File: src/rtl/kwdt_pkg.sv
package kwdt_pkg;
    typedef enum logic [1:0] {
        ST_STOP = 2'd0,
        ST_RUN  = 2'd1,
        ST_FIRE = 2'd2
    } kwdt_state_e;
endpackage

File: src/rtl/kwdt_keydec.sv
module kwdt_keydec #(
    parameter int                DATA_W  = 8,
    parameter logic [DATA_W-1:0] KEY_CSR = 8'hA5,
    parameter logic [DATA_W-1:0] KEY_CNT = 8'h5A
) (
    input  logic              wr_en,
    input  logic [DATA_W-1:0] wr_key,
    output logic              csr_we,
    output logic              cnt_we
);
    // Each register answers to exactly one key; all other keys are dropped.
    always_comb begin
        csr_we = wr_en && (wr_key == KEY_CSR);
        cnt_we = wr_en && (wr_key == KEY_CNT);
    end
endmodule

File: src/rtl/kwdt_prescale.sv
module kwdt_prescale #(
    parameter int SEL_W      = 3,
    parameter int BASE_SHIFT = 5
) (
    input  logic             clk,
    input  logic             rst_n,
    input  logic             run,
    input  logic             clr,
    input  logic             clk_en,
    input  logic [SEL_W-1:0] sel,
    output logic             tick
);
    localparam int               PRE_W = BASE_SHIFT + (1 << SEL_W);
    localparam logic [PRE_W-1:0] ONE   = 1;

    logic [PRE_W-1:0] acc_q;
    logic [PRE_W-1:0] limit;

    // Code 0 is the exception: a period of two cycles, not a shifted base.
    always_comb begin
        if (sel == '0) begin
            limit = ONE;
        end else begin
            limit = (ONE << (BASE_SHIFT + int'(sel))) - ONE;
        end
        tick = run && clk_en && (acc_q == limit);
    end

    always_ff @(posedge clk or negedge rst_n) begin
        if (!rst_n) begin
            acc_q <= '0;
        end else if (clr) begin
            acc_q <= '0;
        end else if (run && clk_en) begin
            acc_q <= tick ? '0 : acc_q + ONE;
        end
    end
endmodule

File: src/rtl/kwdt_fsm.sv
module kwdt_fsm
    import kwdt_pkg::*;
#(
    parameter int DATA_W = 8,
    parameter int EN_BIT = 5,
    parameter int LVL_W  = 4,
    parameter int VEC_W  = 7
) (
    input  logic              clk,
    input  logic              rst_n,
    input  logic              csr_we,
    input  logic              cnt_we,
    input  logic [DATA_W-1:0] wr_lo,
    input  logic              tick,
    input  logic [DATA_W-1:0] prio_cfg,
    input  logic [DATA_W-1:0] vec_cfg,
    output kwdt_state_e       state,
    output logic [DATA_W-1:0] cnt,
    output logic              irq_req,
    output logic [LVL_W-1:0]  irq_level,
    output logic [VEC_W-1:0]  irq_vector
);
    localparam logic [DATA_W-1:0] CNT_MAX = '1;
    localparam logic [DATA_W-1:0] CNT_ONE = 1;

    kwdt_state_e       state_q, state_d;
    logic [DATA_W-1:0] cnt_q;
    logic [LVL_W-1:0]  lvl_q;
    logic [VEC_W-1:0]  vec_q;
    logic              ovf;

    assign ovf = tick && !cnt_we && (cnt_q == CNT_MAX);

    always_ff @(posedge clk or negedge rst_n) begin
        if (!rst_n) begin
            state_q <= ST_STOP;
        end else begin
            state_q <= state_d;
        end
    end

    always_comb begin
        state_d = state_q;
        unique case (state_q)
            ST_STOP: begin
                if (csr_we && wr_lo[EN_BIT]) state_d = ST_RUN;
            end
            ST_RUN: begin
                if (csr_we && !wr_lo[EN_BIT]) state_d = ST_STOP;
                else if (ovf)                 state_d = ST_FIRE;
            end
            ST_FIRE: begin
                if (csr_we && !wr_lo[EN_BIT]) state_d = ST_STOP;
                else if (ovf)                 state_d = ST_FIRE;
                else                          state_d = ST_RUN;
            end
            default: state_d = ST_STOP;
        endcase
    end

    always_ff @(posedge clk or negedge rst_n) begin
        if (!rst_n) begin
            cnt_q <= '0;
            lvl_q <= '0;
            vec_q <= '0;
        end else begin
            if (cnt_we) begin
                cnt_q <= wr_lo;
            end else if (tick) begin
                cnt_q <= cnt_q + CNT_ONE;
            end
            if (ovf) begin
                lvl_q <= prio_cfg[DATA_W-1 -: LVL_W];
                vec_q <= vec_cfg[VEC_W-1:0];
            end
        end
    end

    always_comb begin
        state      = state_q;
        cnt        = cnt_q;
        irq_req    = (state_q == ST_FIRE);
        irq_level  = irq_req ? lvl_q : '0;
        irq_vector = irq_req ? vec_q : '0;
    end
endmodule

File: src/rtl/keyed_wdt.sv
module keyed_wdt
    import kwdt_pkg::*;
#(
    parameter int                DATA_W     = 8,
    parameter int                SEL_W      = 3,
    parameter int                BASE_SHIFT = 5,
    parameter int                EN_BIT     = 5,
    parameter int                LVL_W      = 4,
    parameter int                VEC_W      = 7,
    parameter logic [DATA_W-1:0] KEY_CSR    = 8'hA5,
    parameter logic [DATA_W-1:0] KEY_CNT    = 8'h5A
) (
    input  logic                clk,
    input  logic                rst_n,
    input  logic                clk_en,
    input  logic                wr_en,
    input  logic [2*DATA_W-1:0] wr_data,
    input  logic                rd_sel,
    output logic [DATA_W-1:0]   rd_data,
    input  logic [DATA_W-1:0]   prio_cfg,
    input  logic [DATA_W-1:0]   vec_cfg,
    output logic                irq_req,
    output logic [LVL_W-1:0]    irq_level,
    output logic [VEC_W-1:0]    irq_vector
);
    logic              csr_we, cnt_we, tick, pre_run;
    logic [DATA_W-1:0] csr_q, cnt_q, wr_lo;
    kwdt_state_e       state;

    assign wr_lo = wr_data[DATA_W-1:0];

    kwdt_keydec #(.DATA_W(DATA_W), .KEY_CSR(KEY_CSR), .KEY_CNT(KEY_CNT)) u_keydec (
        .wr_en  (wr_en),
        .wr_key (wr_data[2*DATA_W-1:DATA_W]),
        .csr_we (csr_we),
        .cnt_we (cnt_we)
    );

    always_ff @(posedge clk or negedge rst_n) begin
        if (!rst_n) begin
            csr_q <= '0;
        end else if (csr_we) begin
            csr_q <= wr_lo;
        end
    end

    // A control write suppresses counting on its own edge.
    assign pre_run = (state != ST_STOP) && !csr_we;

    kwdt_prescale #(.SEL_W(SEL_W), .BASE_SHIFT(BASE_SHIFT)) u_pre (
        .clk    (clk),
        .rst_n  (rst_n),
        .run    (pre_run),
        .clr    (csr_we),
        .clk_en (clk_en),
        .sel    (csr_q[SEL_W-1:0]),
        .tick   (tick)
    );

    kwdt_fsm #(.DATA_W(DATA_W), .EN_BIT(EN_BIT), .LVL_W(LVL_W), .VEC_W(VEC_W)) u_fsm (
        .clk        (clk),
        .rst_n      (rst_n),
        .csr_we     (csr_we),
        .cnt_we     (cnt_we),
        .wr_lo      (wr_lo),
        .tick       (tick),
        .prio_cfg   (prio_cfg),
        .vec_cfg    (vec_cfg),
        .state      (state),
        .cnt        (cnt_q),
        .irq_req    (irq_req),
        .irq_level  (irq_level),
        .irq_vector (irq_vector)
    );

    assign rd_data = rd_sel ? cnt_q : csr_q;
endmodule

File: config.mk
export PLATFORM = sky130hd
export DESIGN_NAME = keyed_wdt
export DESIGN_NICKNAME = d
export VERILOG_FILES = /design/src/rtl/kwdt_pkg.sv /design/src/rtl/kwdt_keydec.sv /design/src/rtl/kwdt_prescale.sv /design/src/rtl/kwdt_fsm.sv /design/src/rtl/keyed_wdt.sv
export SDC_FILE = /design/constraint.sdc
export NUM_CORES = 1
export LEC_CHECK = 0
export BUFFER_PORTS_ARGS = -buffer_cell sky130_fd_sc_hd__buf_4
export CORE_MARGIN = 5
export CORE_UTILIZATION = 50
export CTS_CLUSTER_SIZE = 24
export DETAILED_ROUTE_END_ITERATION = 12
export GPL_TIMING_DRIVEN = 0
export PLACE_DENSITY = 0.77
export SLEW_MARGIN = 20
export SYNTH_ARGS = -nofsm -noshare
export SYNTH_HDL_FRONTEND = slang
export SYNTH_SLANG_ARGS = --single-unit
File: constraint.sdc
create_clock -name clk -period 1.9 [get_ports clk]
set_input_delay 0.285 -clock clk [delete_from_list [all_inputs] [get_ports clk]]
set_output_delay 0.285 -clock clk [all_outputs]
set_load 0.01 [all_outputs]
# ---- Word level (Yosys, flattened, before mapping)
# Index checks and enable logic that the tools add are counted.
dict set report totals {
  out_inout_bits 20
  ff_bits 42
  elab_cells 52
  inputBits 37
}
dict set report op_classes {
  addsub 4
  shifts 1
  mux 15
  eq_ne 8
  reduce_logical 18
}
# operator count
set ops {}
lappend ops {{13-bit 2-to-1 mux} 4}
lappend ops {{1-bit by 32-bit left shift with 13-bit output (first input constant)} 1}
lappend ops {{8-bit 2-to-1 mux} 3}
lappend ops {{8-bit equality test (second input constant)} 2}
lappend ops {{13-bit by 1-bit adder with 13-bit output (second input constant)} 1}
lappend ops {{13-bit equality test} 1}
lappend ops {{13-bit by 1-bit subtractor with 13-bit output (second input constant)} 1}
lappend ops {{2-bit 2-to-1 mux} 5}
lappend ops {{1-bit logical AND} 9}
lappend ops {{8-bit by 1-bit adder with 8-bit output (second input constant)} 1}
lappend ops {{8-bit by 7-bit equality test with 1-bit output (second input constant)} 1}
lappend ops {{7-bit 2-to-1 mux} 1}
lappend ops {{2-bit one-hot mux with 3 select lines} 1}
lappend ops {{2-bit nonzero test} 3}
lappend ops {{3-bit by 3-bit adder with 4-bit output (first input constant)} 1}
lappend ops {{4-bit 2-to-1 mux} 1}
lappend ops {{1-bit logical NOT} 3}
lappend ops {{3-bit logical NOT} 1}
lappend ops {{3-bit by 1-bit != test with 1-bit output (second input constant)} 1}
lappend ops {{2-bit by 1-bit equality test with 1-bit output (second input constant)} 1}
lappend ops {{2-bit equality test (second input constant)} 1}
lappend ops {{2-bit logical NOT} 1}
lappend ops {{2-bit by 1-bit != test with 1-bit output (second input constant)} 1}
lappend ops {{2-bit AND reduction} 1}

# ---- Logic depth before layout (Yosys ltp)
dict set report logic_depth {
  depth_word 11
  mapped_depth 10
}

# ---- Modules after synthesis
# Synthesis repeated with hierarchy kept, for this count alone.
dict set report unflattened {
  cells_unflattened 275
  area_unflattened_um2 2766.4
}
# mod area_per_inst_um2 cells_each seq_area_each_um2 n_inst
set modules_own_cells {}
lappend modules_own_cells {kwdt_prescale 1127.3 146 325.3 1}
lappend modules_own_cells {kwdt_fsm 1104.8 95 525.5 1}
lappend modules_own_cells {keyed_wdt 473.0 27 200.2 1}
lappend modules_own_cells {kwdt_keydec 61.3 7 0.0 1}

# ---- Worst setup path after synthesis
# Ideal clock, no wire load.
dict set report synth_path {
  kind {input to register}
  from {input wr_data[15]}
  to {register u_fsm.lvl_q[0]}
  cell_stages 8
  t_required_ps 1775
  arrival_ps 1948
  setup_ps 125
  path_slack_ps -173
  path_buffers 1
  path_cell_list {nand4bb_1 -> nor3b_1 -> nand4b_1 -> and3_1 -> and3_1 -> nand4_1 -> buf_4 -> mux2_2}
}
dict set report synth_via {
  elab_chain_len 8
}
# item line_no
set synth_rtl {}
lappend synth_rtl {{start: declaration} keyed_wdt.sv:17} ;# input logic [2*DATA_W-1:0] wr_data,
lappend synth_rtl {{8-bit equality test} kwdt_keydec.sv:13} ;# csr_we = wr_en && (wr_key == KEY_CSR);
lappend synth_rtl {{1-bit logical AND} kwdt_keydec.sv:13}
lappend synth_rtl {{1-bit logical NOT} keyed_wdt.sv:48} ;# assign pre_run = (state != ST_STOP) && !csr_we;
lappend synth_rtl {{1-bit logical AND} keyed_wdt.sv:48}
lappend synth_rtl {{1-bit logical AND (2 in a row)} kwdt_prescale.sv:26} ;# tick = run && clk_en && (acc_q == limit);
lappend synth_rtl {{1-bit logical AND * (2 in a row)} kwdt_fsm.sv:32} ;# assign ovf = tick && !cnt_we && (cnt_q == CNT_MAX);
lappend synth_rtl {{end signal: assignment} kwdt_fsm.sv:73} ;# lvl_q <= prio_cfg[DATA_W-1 -: LVL_W];
lappend synth_rtl {{end: declaration} kwdt_fsm.sv:28} ;# logic [LVL_W-1:0] lvl_q;
# Every way passes the cells marked *; elsewhere a longest branch is shown, timed or not.
# A chain may end at the register's enable or synchronous reset.

# ---- Final worst setup path
dict set report layout_path {
  from {register csr_q[2]}
  to {register u_pre.acc_q[10]}
}
dict set report layout_via {
  elab_chain_len 9
}
# item line_no
set layout_rtl {}
lappend layout_rtl {{start: declaration} keyed_wdt.sv:27} ;# logic [DATA_W-1:0] csr_q, cnt_q, wr_lo;
lappend layout_rtl {{start signal: assignment} keyed_wdt.sv:43} ;# csr_q <= wr_lo;
lappend layout_rtl {{3-bit by 3-bit adder with 4-bit output} kwdt_prescale.sv:24} ;# limit = (ONE << (BASE_SHIFT + int'(sel))) - ONE;
lappend layout_rtl {{1-bit by 32-bit left shift with 13-bit output} kwdt_prescale.sv:24}
lappend layout_rtl {{13-bit by 1-bit subtractor with 13-bit output} kwdt_prescale.sv:24}
lappend layout_rtl {{13-bit 2-to-1 mux *} kwdt_prescale.sv:21} ;# if (sel == '0) begin
lappend layout_rtl {{13-bit equality test *} kwdt_prescale.sv:26}
lappend layout_rtl {{1-bit logical AND *} kwdt_prescale.sv:26}
lappend layout_rtl {{13-bit 2-to-1 mux *} kwdt_prescale.sv:35} ;# acc_q <= tick ? '0 : acc_q + ONE;
lappend layout_rtl {{13-bit 2-to-1 mux *} kwdt_prescale.sv:34} ;# end else if (run && clk_en) begin
lappend layout_rtl {{13-bit 2-to-1 mux *} kwdt_prescale.sv:32} ;# end else if (clr) begin
lappend layout_rtl {{end signal: assignment} kwdt_prescale.sv:35}
lappend layout_rtl {{end: declaration} kwdt_prescale.sv:16} ;# logic [PRE_W-1:0] acc_q;
# Every way passes the cells marked *; elsewhere a longest branch is shown, timed or not. The select of a mux whose other input is x is not followed.

==> metrics.md <==
| Metric | Value |
|---|---|
| Antenna cells | 0 |
| Drt total wl | approximately 7300 um |
| Top Ports | between 50 and 60 |
| Cell Area, Synth | roughly 2800 sq um |
| Final nets | 401 |
| Async S/R FF share, synth | 100.0% |
| Placement Rows | 27 |
| Top_reg_cell synth | dfrtp_1 |
| CTS max path bufs | 2 |
| Gr ovfl total | 0 |
| CTS Buf Count | 5 |
| Slowest stage cell, crit path | dfrtp_2 |
| Peak VDD IR | 464.0 uV |
| Synth Instances | ~290 |
| Status | complete, but fails checks |
| Gpl congestion | 0.8857 |
| Die Area | between 7000 and 8000 sq um |
| Crit end category | flip-flop |
| Worst slew pin tran | around 0.63 ns |
| Detail Route Antenna Nets | 0 |
| WP buf/inv | 3 |
| Post-synthesis simple-gate area fraction | a little over a quarter |
| WP data arrival | 2.36 ns |
| WP data required | roughly 2.1 ns |
| Crit path kind | flip-flop to flip-flop |
| Hpwl dp | 4743 um |
| Post-Synth XOR/XNOR Area | under 10% |
| Via count | approximately 2,500 |
| CP Cell Sequence | buf_8 > o21a_1 > o21ai_1 > nor3b_2 > nor2_4 > o31ai_4 > buf_12 > buf_8 > nor2_4 > a211o_1 |
| CP Launch Type | flip-flop |
| Share of cells above drive strength 1 | between 40% and 50% |
| Layout area overhead | 33.66% |
| Per-cell routed wire length | 16.77 um |
| Final core occ | about two thirds |
| Synth Area in Compound Gates | between 10% and 20% |
| Post-synthesis mux area share | approximately 11% |
| Failing checks | setup timing |
| Setup ws final | -0.2739 ns |
| Period Utilization, post-route | 114.4% |
| Netlist cell types | 67 |
| Global-route wire length before repair | 11,940 um |
| Core ar. | roughly 5400 sq um |
| Via density per instance | 5.740 |
| Avg Inst Size Synth | 9.681 sq um |
| Number of synthesized flops with an enable pin | 0 |
| Ys Warns | 0 |
| Post-synth top area share | between 30% and 40% |
| Residual DRC | 0 |
| Slew headroom | between 50% and 60% |
| CTS Sinks | between 40 and 50 |
| Pleak | 1.733 nW |
| Clock transition at path regs | ~0.08 ns |
| Worst-path fanout max | 7 |
| Adder-cell area share of the yosys netlist | 1.356% |
| Port Buffers | 50 |
| Initial Utilization | around 51% |
| Design area | 3701 sq um |
| CTS HTree Levels | 2 |
| Post-layout minimum cycle time | between 2 and 2.5 ns |
| Yosys reg bits | 42 |
| Die Y | between 80 and 90 um |
| Total power | ~2.4 mW |
| Vias in the first global route | approximately 2,500 |
| Hold_ws | between 0.2 and 0.25 ns |
| RSZ-0062 raised after global routing | true |
| P per Cell Area | 653.0 nW/um^2 |
| Max-cap violations | 0 |
| Clock Skew | around 0.0053 ns |
| TritonRoute pass-1 iters | 4 |
| Worst-Skew Late Latency | approximately 0.3 ns |
| Hold crit path type | input port to flip-flop |
| Chip Width | between 80 and 90 um |
| Setup-failing EPs final | 34 |
| GRT Total Usage | 20.39% |
| Filler cells | between 400 and 500 |
| Pre-CTS setup slack | -0.5275 ns |
| Main combinational cell family by area after synthesis | simple AND/OR/NAND/NOR gates |
| Largest incremental delay on the critical path | approximately 0.46 ns |
| Largest net degree at the start of global routing | 43 |
| Max Slew Vio Count | 0 |
| CTS tree | built |
| Seq/Total Area, Yosys | 37.96% |
| Max Clk Rate | 460.0 MHz |
| Post-synth top area cell | dfrtp_1 |
| Hold Fails Final Rpt | 0 |
| Initial antenna violation count | 0 |
| Initial drt markers | between 150 and 200 |
| Top cells by area, synth | dfrtp_1 38%, mux2_2 10%, and2_1 3.4% |
| DP Area | between 3000 and 4000 sq um |
| Cell family with most CP delay | compound AO/OA/AOI/OAI gates |
| Clock root cell | clkbuf_8 |
cells in the final DEF, fill, tap and decap left out, types with 6 or more instances in the layout:
cell type  count
and3_1        11
nor2_1        15
o21ai_1       11
buf_6          6
buf_4         64
inv_1          6
dfrtp_1       36
nand2_1       19
mux2_2        25
dfrtp_2        6
nor3b_1        6
nand2b_1       7
and2_1        15
nand3_1        9
logic make-up after synthesis:
family          Yosys count
mux                      28
simple gates            123
flops                    42
buf+inv                  22
fa+ha+maj                 3
compound gates           61
xor+xnor                  6
other cells               1
metal layers:
layer,routed length [um],track usage [%]
met5,0,0
met4,121,6.619
met3,357,4.024
met2,3731,34.51
met1,3069,26.23
registers in the layout, indices dropped and copies added, names as in the netlist:
register	cells
csr_q	8
u_fsm.cnt	8
u_fsm.lvl_q	4
u_fsm.state	2
u_fsm.vec_q	7
u_pre.acc_q	13
cell usage after synthesis (3+ instances only):
library cell  count
a21o_1            5
a21oi_1           8
and2_1           15
and3_1           11
and4_1            3
buf_4             3
clkbuf_1          8
dfrtp_1          42
ha_1              3
inv_1             6
mux2_2           25
nand2_1          20
nand2b_1          7
nand3_1          10
nand4_1           4
nand4b_1          3
nand4bb_1         3
nor2_1           17
nor3_1            6
nor3b_1           8
o211ai_1          3
o21ai_0          10
o21ai_1           4
o22ai_1           5
o31a_1            3
xnor2_1           5
metrics by stage:
step | cells | setup TNS (ns)
finish | 434 | -6.641
global route | 434 | -9.916
CTS | 430 | -4.744
detailed placement | 409 | -12.41
global placement | 409 | -11.11
floorplan | 287 | -1.659
layout make-up:
type	instances	area (sq um)	share of cell area, %
buffer	13	95.09	2.569
clock buffer	6	72.57	1.961
clock inverter	2	37.54	1.014
inverter	6	22.52	0.6085
multi-input combinational	223	1739	46.99
sequential	42	1059	28.60
tap	72	90.09	2.434
timing repair buffer	70	585.6	15.82
where the power goes:
group          leakage [nW]  switching [mW]  internal, mW  total [mW]
Clock                0.0514           0.331         0.392       0.723
Combinational          1.12           0.304         0.336       0.641
Sequential            0.557          0.0932         0.960        1.05
path summary, 6_finish.rpt:
path,endpoint,startpoint,cells after the start,slack (ns)
worst max-delay path,u_pre.acc_q[10],csr_q[2],10,-0.27
worst min-delay path,u_fsm.vec_q[2],vec_cfg[2],2,0.21
worst max register to register,u_pre.acc_q[10],csr_q[2],10,-0.27
worst min register to register,u_fsm.vec_q[3],u_fsm.vec_q[3],1,0.50
max in group asynchronous,u_fsm.state[0],rst_n,2,0.97
min in group asynchronous,u_pre.acc_q[5],rst_n,2,0.52
repair_timing:
action / in CTS / in global routing
cloned: 1 / 1
setup buffers: 14 / 4
pin swaps: 22 / 8
resized for setup: 27 / 16
hold buffers: 1 / 0
setup endpoints to repair: 34 / 44
endpoints found under the hold margin: 41 / 0
No activity file was read; power rests on OpenSTA's default activity.
